<file path="src/rtl/sps_pkg.sv">
package sps_pkg;
  typedef enum logic [1:0] {
    SEQ_IDLE,
    SEQ_ERASE,
    SEQ_PROG,
    SEQ_HOLD
  } seq_state_e;
endpackage

</file>
<file path="src/rtl/sps_strobe.sv">
module sps_strobe #(
  parameter int ADDR_W = 18
) (
  input  logic              clk,
  input  logic              rst_n,
  input  logic              ce_n,
  input  logic              oe_n,
  input  logic              we_n,
  input  logic [ADDR_W-1:0] addr,
  output logic              wr_level,
  output logic              ld_end,
  output logic [ADDR_W-1:0] ld_addr,
  output logic              rd_level,
  output logic              rd_end
);
  logic wr_q, rd_q;

  assign wr_level = ~ce_n & ~we_n & oe_n;
  assign rd_level = ~ce_n & ~oe_n & we_n;
  assign ld_end   = ~wr_level & wr_q;
  assign rd_end   = ~rd_level & rd_q;

  always_ff @(posedge clk) begin
    if (!rst_n) begin
      wr_q    <= 1'b0;
      rd_q    <= 1'b0;
      ld_addr <= '0;
    end else begin
      wr_q <= wr_level;
      rd_q <= rd_level;
      // address taken when the strobe overlap starts (later falling edge)
      if (wr_level && !wr_q) ld_addr <= addr;
    end
  end
endmodule

</file>
<file path="src/rtl/sps_load_window.sv">
module sps_load_window #(
  parameter int ADDR_W    = 18,
  parameter int BYTE_W    = 8,
  parameter int DATA_W    = 8,
  parameter int WIN_TICKS = 30000
) (
  input  logic                     clk,
  input  logic                     rst_n,
  input  logic                     wr_level,
  input  logic                     ld_end,
  input  logic [ADDR_W-1:0]        ld_addr,
  input  logic [DATA_W-1:0]        din,
  input  logic                     busy,
  input  logic                     release_i,
  input  logic [BYTE_W-1:0]        rd_idx,
  output logic                     close_o,
  output logic [ADDR_W-BYTE_W-1:0] sector_o,
  output logic [DATA_W-1:0]        last_o,
  output logic [DATA_W-1:0]        rd_data,
  output logic                     rd_valid
);
  localparam int SEC_BYTES = 1 << BYTE_W;
  localparam int SEC_W     = ADDR_W - BYTE_W;
  localparam int CW        = $clog2(WIN_TICKS + 1);
  localparam logic [CW-1:0] WIN_LAST = CW'(WIN_TICKS - 1);

  logic [DATA_W-1:0]    store [SEC_BYTES];
  logic [SEC_BYTES-1:0] loaded_q;
  logic                 open_q;
  logic [CW-1:0]        quiet_q;
  logic [SEC_W-1:0]     sector_q;
  logic [DATA_W-1:0]    last_q;
  logic                 same_sector;
  logic                 accept;

  assign same_sector = (ld_addr[ADDR_W-1:BYTE_W] == sector_q);
  assign accept      = ld_end & ~busy & (~open_q | same_sector);
  assign close_o     = open_q & ~wr_level & ~ld_end & (quiet_q == WIN_LAST);
  assign sector_o    = sector_q;
  assign last_o      = last_q;
  assign rd_data     = store[rd_idx];
  assign rd_valid    = loaded_q[rd_idx];

  always_ff @(posedge clk) begin
    if (accept) store[ld_addr[BYTE_W-1:0]] <= din;
  end

  always_ff @(posedge clk) begin
    if (!rst_n) begin
      loaded_q <= '0;
    end else if (release_i) begin
      loaded_q <= '0;
    end else if (accept) begin
      loaded_q[ld_addr[BYTE_W-1:0]] <= 1'b1;
    end
  end

  always_ff @(posedge clk) begin
    if (!rst_n) begin
      open_q   <= 1'b0;
      quiet_q  <= '0;
      sector_q <= '0;
      last_q   <= '0;
    end else begin
      if (accept) begin
        open_q <= 1'b1;
        last_q <= din;
        if (!open_q) sector_q <= ld_addr[ADDR_W-1:BYTE_W];
      end
      if (wr_level || ld_end) begin
        quiet_q <= '0;
      end else if (close_o) begin
        open_q  <= 1'b0;
        quiet_q <= '0;
      end else if (open_q) begin
        quiet_q <= quiet_q + 1'b1;
      end
    end
  end
endmodule

</file>
<file path="src/rtl/sps_prog_seq.sv">
module sps_prog_seq
  import sps_pkg::*;
#(
  parameter int ADDR_W    = 18,
  parameter int BYTE_W    = 8,
  parameter int DATA_W    = 8,
  parameter int CYC_TICKS = 2000000
) (
  input  logic                     clk,
  input  logic                     rst_n,
  input  logic                     close_i,
  input  logic [ADDR_W-BYTE_W-1:0] sector_i,
  input  logic [DATA_W-1:0]        buf_data,
  input  logic                     buf_valid,
  input  logic                     arr_wready,
  output logic [BYTE_W-1:0]        buf_idx,
  output logic                     busy,
  output logic                     release_o,
  output logic                     arr_wvalid,
  output logic [ADDR_W-1:0]        arr_waddr,
  output logic [DATA_W-1:0]        arr_wdata
);
  localparam int CW = $clog2(CYC_TICKS + 1);
  localparam logic [CW-1:0] CYC_LAST = CW'(CYC_TICKS - 1);
  localparam logic [DATA_W-1:0] BLANK = '1;

  seq_state_e        state_q;
  logic [BYTE_W-1:0] idx_q;
  logic [CW-1:0]     tick_q;
  logic              fire;
  logic              at_end;
  logic              tick_done;

  assign busy       = (state_q != SEQ_IDLE);
  assign arr_wvalid = (state_q == SEQ_ERASE) || (state_q == SEQ_PROG);
  assign arr_waddr  = {sector_i, idx_q};
  assign arr_wdata  = (state_q == SEQ_PROG && buf_valid) ? buf_data : BLANK;
  assign buf_idx    = idx_q;
  assign fire       = arr_wvalid & arr_wready;
  assign at_end     = &idx_q;
  assign tick_done  = (tick_q == CYC_LAST);
  assign release_o  = (state_q == SEQ_HOLD) && tick_done;

  always_ff @(posedge clk) begin
    if (!rst_n) begin
      state_q <= SEQ_IDLE;
      idx_q   <= '0;
      tick_q  <= '0;
    end else begin
      if (state_q != SEQ_IDLE && !tick_done) tick_q <= tick_q + 1'b1;
      if (fire) idx_q <= idx_q + 1'b1;
      unique case (state_q)
        SEQ_IDLE: begin
          if (close_i) begin
            state_q <= SEQ_ERASE;
            idx_q   <= '0;
            tick_q  <= '0;
          end
        end
        SEQ_ERASE: if (fire && at_end) state_q <= SEQ_PROG;
        SEQ_PROG:  if (fire && at_end) state_q <= SEQ_HOLD;
        SEQ_HOLD:  if (tick_done) state_q <= SEQ_IDLE;
        default:   state_q <= SEQ_IDLE;
      endcase
    end
  end
endmodule

</file>
<file path="src/rtl/sps_status.sv">
module sps_status #(
  parameter int DATA_W = 8
) (
  input  logic              clk,
  input  logic              rst_n,
  input  logic              busy,
  input  logic              close_i,
  input  logic              rd_level,
  input  logic              rd_end,
  input  logic [DATA_W-1:0] last_i,
  input  logic [DATA_W-1:0] arr_rdata,
  output logic [DATA_W-1:0] dout
);
  logic toggle_q;
  logic [DATA_W-1:0] status;

  assign status = {~last_i[DATA_W-1], toggle_q, last_i[DATA_W-3:0]};

  always_ff @(posedge clk) begin
    if (!rst_n)              toggle_q <= 1'b0;
    else if (close_i)        toggle_q <= 1'b0;
    else if (busy && rd_end) toggle_q <= ~toggle_q;
  end

  always_comb begin
    if (!rd_level)  dout = '0;
    else if (busy)  dout = status;
    else            dout = arr_rdata;
  end
endmodule

</file>
<file path="src/rtl/sps_top.sv">
module sps_top #(
  parameter int ADDR_W    = 18,
  parameter int BYTE_W    = 8,
  parameter int DATA_W    = 8,
  parameter int WIN_TICKS = 30000,
  parameter int CYC_TICKS = 2000000
) (
  input  logic              clk,
  input  logic              rst_n,
  input  logic              ce_n,
  input  logic              oe_n,
  input  logic              we_n,
  input  logic [ADDR_W-1:0] addr,
  input  logic [DATA_W-1:0] din,
  output logic [DATA_W-1:0] dout,
  output logic              busy,
  output logic [ADDR_W-1:0] arr_raddr,
  input  logic [DATA_W-1:0] arr_rdata,
  output logic              arr_wvalid,
  input  logic              arr_wready,
  output logic [ADDR_W-1:0] arr_waddr,
  output logic [DATA_W-1:0] arr_wdata
);
  localparam int SEC_W = ADDR_W - BYTE_W;

  logic              wr_level, ld_end, rd_level, rd_end;
  logic [ADDR_W-1:0] ld_addr;
  logic              win_close, seq_release;
  logic [SEC_W-1:0]  win_sector;
  logic [DATA_W-1:0] last_data;
  logic [DATA_W-1:0] buf_data;
  logic              buf_valid;
  logic [BYTE_W-1:0] buf_idx;

  assign arr_raddr = addr;

  sps_strobe #(.ADDR_W(ADDR_W)) u_strobe (
    .clk(clk), .rst_n(rst_n), .ce_n(ce_n), .oe_n(oe_n), .we_n(we_n),
    .addr(addr), .wr_level(wr_level), .ld_end(ld_end), .ld_addr(ld_addr),
    .rd_level(rd_level), .rd_end(rd_end)
  );

  sps_load_window #(
    .ADDR_W(ADDR_W), .BYTE_W(BYTE_W), .DATA_W(DATA_W), .WIN_TICKS(WIN_TICKS)
  ) u_window (
    .clk(clk), .rst_n(rst_n), .wr_level(wr_level), .ld_end(ld_end),
    .ld_addr(ld_addr), .din(din), .busy(busy), .release_i(seq_release),
    .rd_idx(buf_idx), .close_o(win_close), .sector_o(win_sector),
    .last_o(last_data), .rd_data(buf_data), .rd_valid(buf_valid)
  );

  sps_prog_seq #(
    .ADDR_W(ADDR_W), .BYTE_W(BYTE_W), .DATA_W(DATA_W), .CYC_TICKS(CYC_TICKS)
  ) u_seq (
    .clk(clk), .rst_n(rst_n), .close_i(win_close), .sector_i(win_sector),
    .buf_data(buf_data), .buf_valid(buf_valid), .arr_wready(arr_wready),
    .buf_idx(buf_idx), .busy(busy), .release_o(seq_release),
    .arr_wvalid(arr_wvalid), .arr_waddr(arr_waddr), .arr_wdata(arr_wdata)
  );

  sps_status #(.DATA_W(DATA_W)) u_status (
    .clk(clk), .rst_n(rst_n), .busy(busy), .close_i(win_close),
    .rd_level(rd_level), .rd_end(rd_end), .last_i(last_data),
    .arr_rdata(arr_rdata), .dout(dout)
  );
endmodule

</file>
<file path="config.mk">
export PLATFORM = sky130hd
export DESIGN_NAME = sps_top
export DESIGN_NICKNAME = d
export VERILOG_FILES = /design/src/rtl/sps_pkg.sv /design/src/rtl/sps_strobe.sv /design/src/rtl/sps_load_window.sv /design/src/rtl/sps_prog_seq.sv /design/src/rtl/sps_status.sv /design/src/rtl/sps_top.sv
export SDC_FILE = /design/constraint.sdc
export NUM_CORES = 2
export LEC_CHECK = 0
export BUFFER_PORTS_ARGS = -buffer_cell sky130_fd_sc_hd__buf_2
export CAP_MARGIN = 10
export CORE_MARGIN = 5
export CORE_UTILIZATION = 40
export DETAILED_ROUTE_END_ITERATION = 6
export GPL_TIMING_DRIVEN = 0
export HOLD_SLACK_MARGIN = 0.03
export PLACE_DENSITY_LB_ADDON = 0.08
export SLEW_MARGIN = 20
export SYNTH_ARGS = -nofsm -noshare
export SYNTH_HDL_FRONTEND = slang
export SYNTH_SLANG_ARGS = --single-unit
</file>
<file path="constraint.sdc">
create_clock -name clk -period 6.9 [get_ports clk]
set_clock_uncertainty 0.15 [all_clocks]
set_input_delay 0.69 -clock clk [delete_from_list [all_inputs] [get_ports clk]]
set_output_delay 0.69 -clock clk [all_outputs]
set_load 0.01 [all_outputs]
</file>
==> metrics.md <==
| Metric | Value |
|---|---|
| Initial cell density of the core | `40.2%` |
| Crit-path most repeated cell | `buf_2` |
| Post-Route WL | `a little under 400,000 microns` |
| Final setup viols | `8` |
| Post-synth top flop | `edfxtp_1` |
| Die Wd | `approximately 500 microns` |
| Combinational Power Share | `between 1 and 1.5%` |
| Clk pin slew, worst setup/hold paths | `0.06 ns` |
| Synth area leader | `edfxtp_1` |
| Pwr dens | `278 mW/mm^2` |
| Initial DRC count | `8,693` |
| Vias in the first global route | `around 52,000` |
| Die Ht | `491 microns` |
| Hold Fails Final Rpt | `0` |
| Routed via count | `54,800` |
| Layout cells sized above 1 | `a little over a quarter` |
| Max frequency | `142 MHz` |
| Top delay family on crit path | `buffers and inverters` |
| Psw | `6.27 mW` |
| Relative slew margins | `14.7%` |
| I/O pins | `94` |
| Max-slew violation count | `0` |
| RSZ-0062 raised after global routing | `no` |
| Post-Synth Simple-Gate Area | `3.18%` |
| Fin crit share | `102%` |
| Hold path depth | `3` |
| Cell Rows | `176` |
| Worst-skew pair later-pin latency | `0.94 ns` |
| Multiplexer share of the synthesized area | `between 10% and 20%` |
| WL/cell | `between 40 and 50 microns` |
| P_leak | `roughly 34 nW` |
| Combinational family with the most area after synthesis | `multiplexers` |
| Internal | `24.0 mW` |
| WHS Endpoint | `u_strobe.rd_q$_SDFF_PN0_` |
| Failing checks | `design-rule violations, negative setup slack` |
| Detailed Routing Iterations Pass 1 | `7` |
| Commonest cells after routing, fill and taps aside | `2,048 x edfxtp_1, 545 x mux4_2, 340 x dfxtp_1` |
| Met1 wire length | `approximately 150,000 microns` |
| DR vias/cell | `approximately 6.4` |
| Fin worst setup slack | `-0.142 ns` |
| Layout Nets | `5,305` |
| Avg Cell Area, Syn | `19.4 sq um` |
| Cell Area, Synth | `just over 0.09 sq mm` |
| FF-to-FF setup slack | `roughly 1.3 ns` |
| Crit path cell chain | `buf_2 -> buf_2 -> buf_2 -> buf_2 -> nand3_2 -> o22ai_1 -> a211oi_1 -> nand2_1 -> a41o_1 -> buf_2` |
| R2r endpoint | `u_window.store[132][0]$_DFFE_PP_` |
| CP Buf/Inv Count | `5` |
| Total GRT Usage | `32.0%` |
| Critical setup path kind | `reg2out` |
| Worst Tran Pin Value | `1.27 ns` |
| Yosys cell types | `70` |
| Routed Antenna Nets | `0` |
| Clock Tree Buf Depth | `4` |
| Async set-reset flop share out of synthesis | `0%` |
| Area grow syn2layout | `17.6%` |
| Xor/xnor cell area share of the yosys netlist | `0.436%` |
| CTS buffer count | `279` |
| EDFF count, synth | `about 2,000` |
| Outcome | `finished, violations left` |
| Crit path DAT | `6.20 ns` |
| Grt total ovfl | `0` |
| Post-DP HPWL | `approximately 270,000 microns` |
| Slowest stage delay, CP | `around 0.74 ns` |
| Crit-path max FO | `10` |
| Met2 routed WL | `169,000 microns` |
| First-pass GRT wire length | `between 500,000 and 600,000 microns` |
| CP Data Required Time | `6.06 ns` |
| Largest cells by area after synthesis | `edfxtp_1 67%, mux4_2 13%, dfxtp_1 7.4%` |
| Most common cell after layout, fill and taps aside | `edfxtp_1` |
| Worst path slowest cell | `buf_2` |
| Yosys top cell area share | `around two thirds` |
| Synth warn | `0` |
| Initial antenna violation count | `25` |
| Max Used Layer | `met5` |
| Core area | `0.230 sq mm` |
| Synthesis-stage register bit count | `between 2,000 and 2,500` |
| Final RePlAce weighted congestion | `0.986` |
| Routed wl met3 | `47,400 microns` |
| Synth Area in Compound Gates | `4.66%` |
| Setup TNS | `-0.877 ns` |
| H-Tree Level Count | `5` |
| Synth Area in Adders | `less than 1%` |
| Clock Power Share | `46.8%` |
| Filler instances | `19,400` |
| DRC viols | `5` |
| Post-Syn Nets | `~4,800` |
| HP Start | `we_n` |
| Reg power frac | `51.8%` |
| FF-to-FF path depth | `9` |
| Clock sink total | `2,389` |
| Crit path capture type | `output pin` |
| Largest net degree at the start of global routing | `between 100 and 150` |
| Reg-to-reg startpoint | `u_seq.state_q[0]$_SDFFE_PN0P_` |
| Startpoint Class | `flip-flop` |
| Hold Path Class | `in2reg` |
| Min Tclk post-route | `7.04 ns` |
| Switching Fraction | `between 20% and 30%` |
| CTS tree | `built` |
| Worst VDD drop | `0.000278 V` |
| Seq/Total Area, Yosys | `73.9%` |
| CTS root buffer | `clkbuf_16` |
| Min Hold Slack | `about 0.067 ns` |
| Number of port buffers | `93` |
| Die area | `0.241 sq mm` |
| Max_cap viols | `0` |
| Mapped Cells | `4,770` |
==> synth_stat cells, drive strengths merged (2+ instances only) <==
| library cell | instances |
|---|---|
| a21oi | 90 |
| nor4 | 17 |
| or3 | 10 |
| edfxtp | 2048 |
| o31ai | 2 |
| a2111oi | 4 |
| a311oi | 2 |
| nand4bb | 4 |
| clkbuf | 142 |
| nor4b | 3 |
| a211oi | 17 |
| xor2 | 30 |
| and3 | 4 |
| a221o | 6 |
| o22ai | 46 |
| nor2 | 378 |
| mux4 | 568 |
| buf | 163 |
| nand2 | 119 |
| a22oi | 100 |
| mux2 | 3 |
| o21ai | 24 |
| ha | 7 |
| nor3 | 20 |
| and4 | 2 |
| dfxtp | 341 |
| nand4b | 10 |
| o21a | 256 |
| or4 | 3 |
| a211o | 3 |
| nand4 | 23 |
| a221oi | 23 |
| a41oi | 2 |
| o21bai | 2 |
| a31oi | 2 |
| mux2i | 166 |
| nor2b | 16 |
| inv | 12 |
| a22o | 14 |
| xnor2 | 16 |
| and2 | 6 |
| nand3 | 38 |
| o211ai | 5 |
| nand2b | 9 |
==> cells by family after synthesis <==
family,count (synthesis)
buffers and inverters,317
xor gates and xnor gates,46
DFF,2389
adders and majority gates,7
AOI/OAI and AO/OA,606
muxes,737
and+or+nand+nor,668
==> stage by stage <==
stage | power (mW) | area, sq um | instances | setup WS, ns | utilization [%]
final | 30.2 | 109000 | 8503 | -0.142 | 47.3
after global routing | 30.9 | 109000 | 8491 | 0.0113 | 47.3
after CTS | 30.3 | 109000 | 8485 | -0.00750 | 47.2
after detailed placement | 16.4 | 99100 | 7977 | -1.57 | 43.1
after global placement | 16.4 | 96700 | 7889 | -2.18 | 42.1
after floorplan | 16.1 | 92400 | 4770 | 3.10 | -
==> flip-flops by register name (all words and copies together) (netlist names) <==
signal             count
u_window.quiet_q      15
u_window.last_o        7
u_strobe.wr_q          1
u_window.open_q        1
u_window.store      2048
u_seq.tick_q          21
u_strobe.ld_addr      18
u_seq.state_q          2
u_strobe.rd_q          1
u_seq.buf_idx          8
u_status.toggle_q      1
u_window.loaded_q    256
u_window.sector_o     10
==> routing by layer <==
layer,track usage (%),vias up
met2,46.0,3815
met5,0,-
met4,16.6,4
met3,10.5,867
met1,43.4,29600
li1,-,20400
==> how the worst max path moves through the flow <==
stage | from | endpoint | slack [ns] | cells after the start
final | u_seq.buf_idx[3]$_SDFF_PN0_ | arr_wdata[4] | -0.14 | 10
after global routing | u_seq.buf_idx[0]$_SDFF_PN0_ | arr_wdata[0] | 0.01 | 13
after CTS | u_seq.buf_idx[1]$_SDFF_PN0_ | arr_wdata[2] | -0.008 | 14
after detailed placement | u_seq.buf_idx[1]$_SDFF_PN0_ | arr_wdata[2] | -1.57 | 13
after floorplan | u_seq.buf_idx[0]$_SDFF_PN0_ | arr_wdata[1] | 3.10 | 12
after global placement | u_seq.buf_idx[1]$_SDFF_PN0_ | arr_wdata[7] | -2.18 | 12
==> cell type report <==
type / instances / area, sq um / area share (%)
clock buffer: 388 / 7870 / 7.24
multi-input combinational: 2064 / 22900 / 21.1
tap: 3026 / 3790 / 3.48
buffer: 303 / 2270 / 2.09
antenna: 18 / 45.0 / 0.0414
inverter: 12 / 45.0 / 0.0414
timing repair buffer: 209 / 2790 / 2.57
sequential: 2389 / 68300 / 62.9
clock inverter: 94 / 656 / 0.603
==> timing repair <==
item / 4_1_cts / 5_1_grt
hold buffers: 28 / 0
setup buffers: 0 / 0
endpoints found under the setup margin: 8 / 1
resized for setup: 180 / 2
hold endpoints to repair: 160 / 0
pin swaps: 2 / 0
==> worst reg2reg max path, stage by stage, from the launching register on <==
cell	delay [ns]
dfxtp_1	0.34
inv_1	0.09
ha_1	0.39
nand3_1	0.27
a21oi_1	0.76
clkbuf_1	0.37
nand4b_1	0.95
clkbuf_2	0.67
buf_16	0.31
nor2_1	0.92
==> power groups by stage <==
| stage | combinational [mW] | clock [mW] | sequential [mW] |
|---|---|---|---|
| global placement | 0.345 | 0 | 16.0 |
| detailed placement | 0.399 | 0 | 16.0 |
| CTS | 0.411 | 14.2 | 15.7 |
| finish | 0.418 | 14.2 | 15.7 |
| global route | 0.436 | 14.8 | 15.7 |
| floorplan | 0.0775 | 0 | 16.0 |
(Power assumes the default switching activity.)
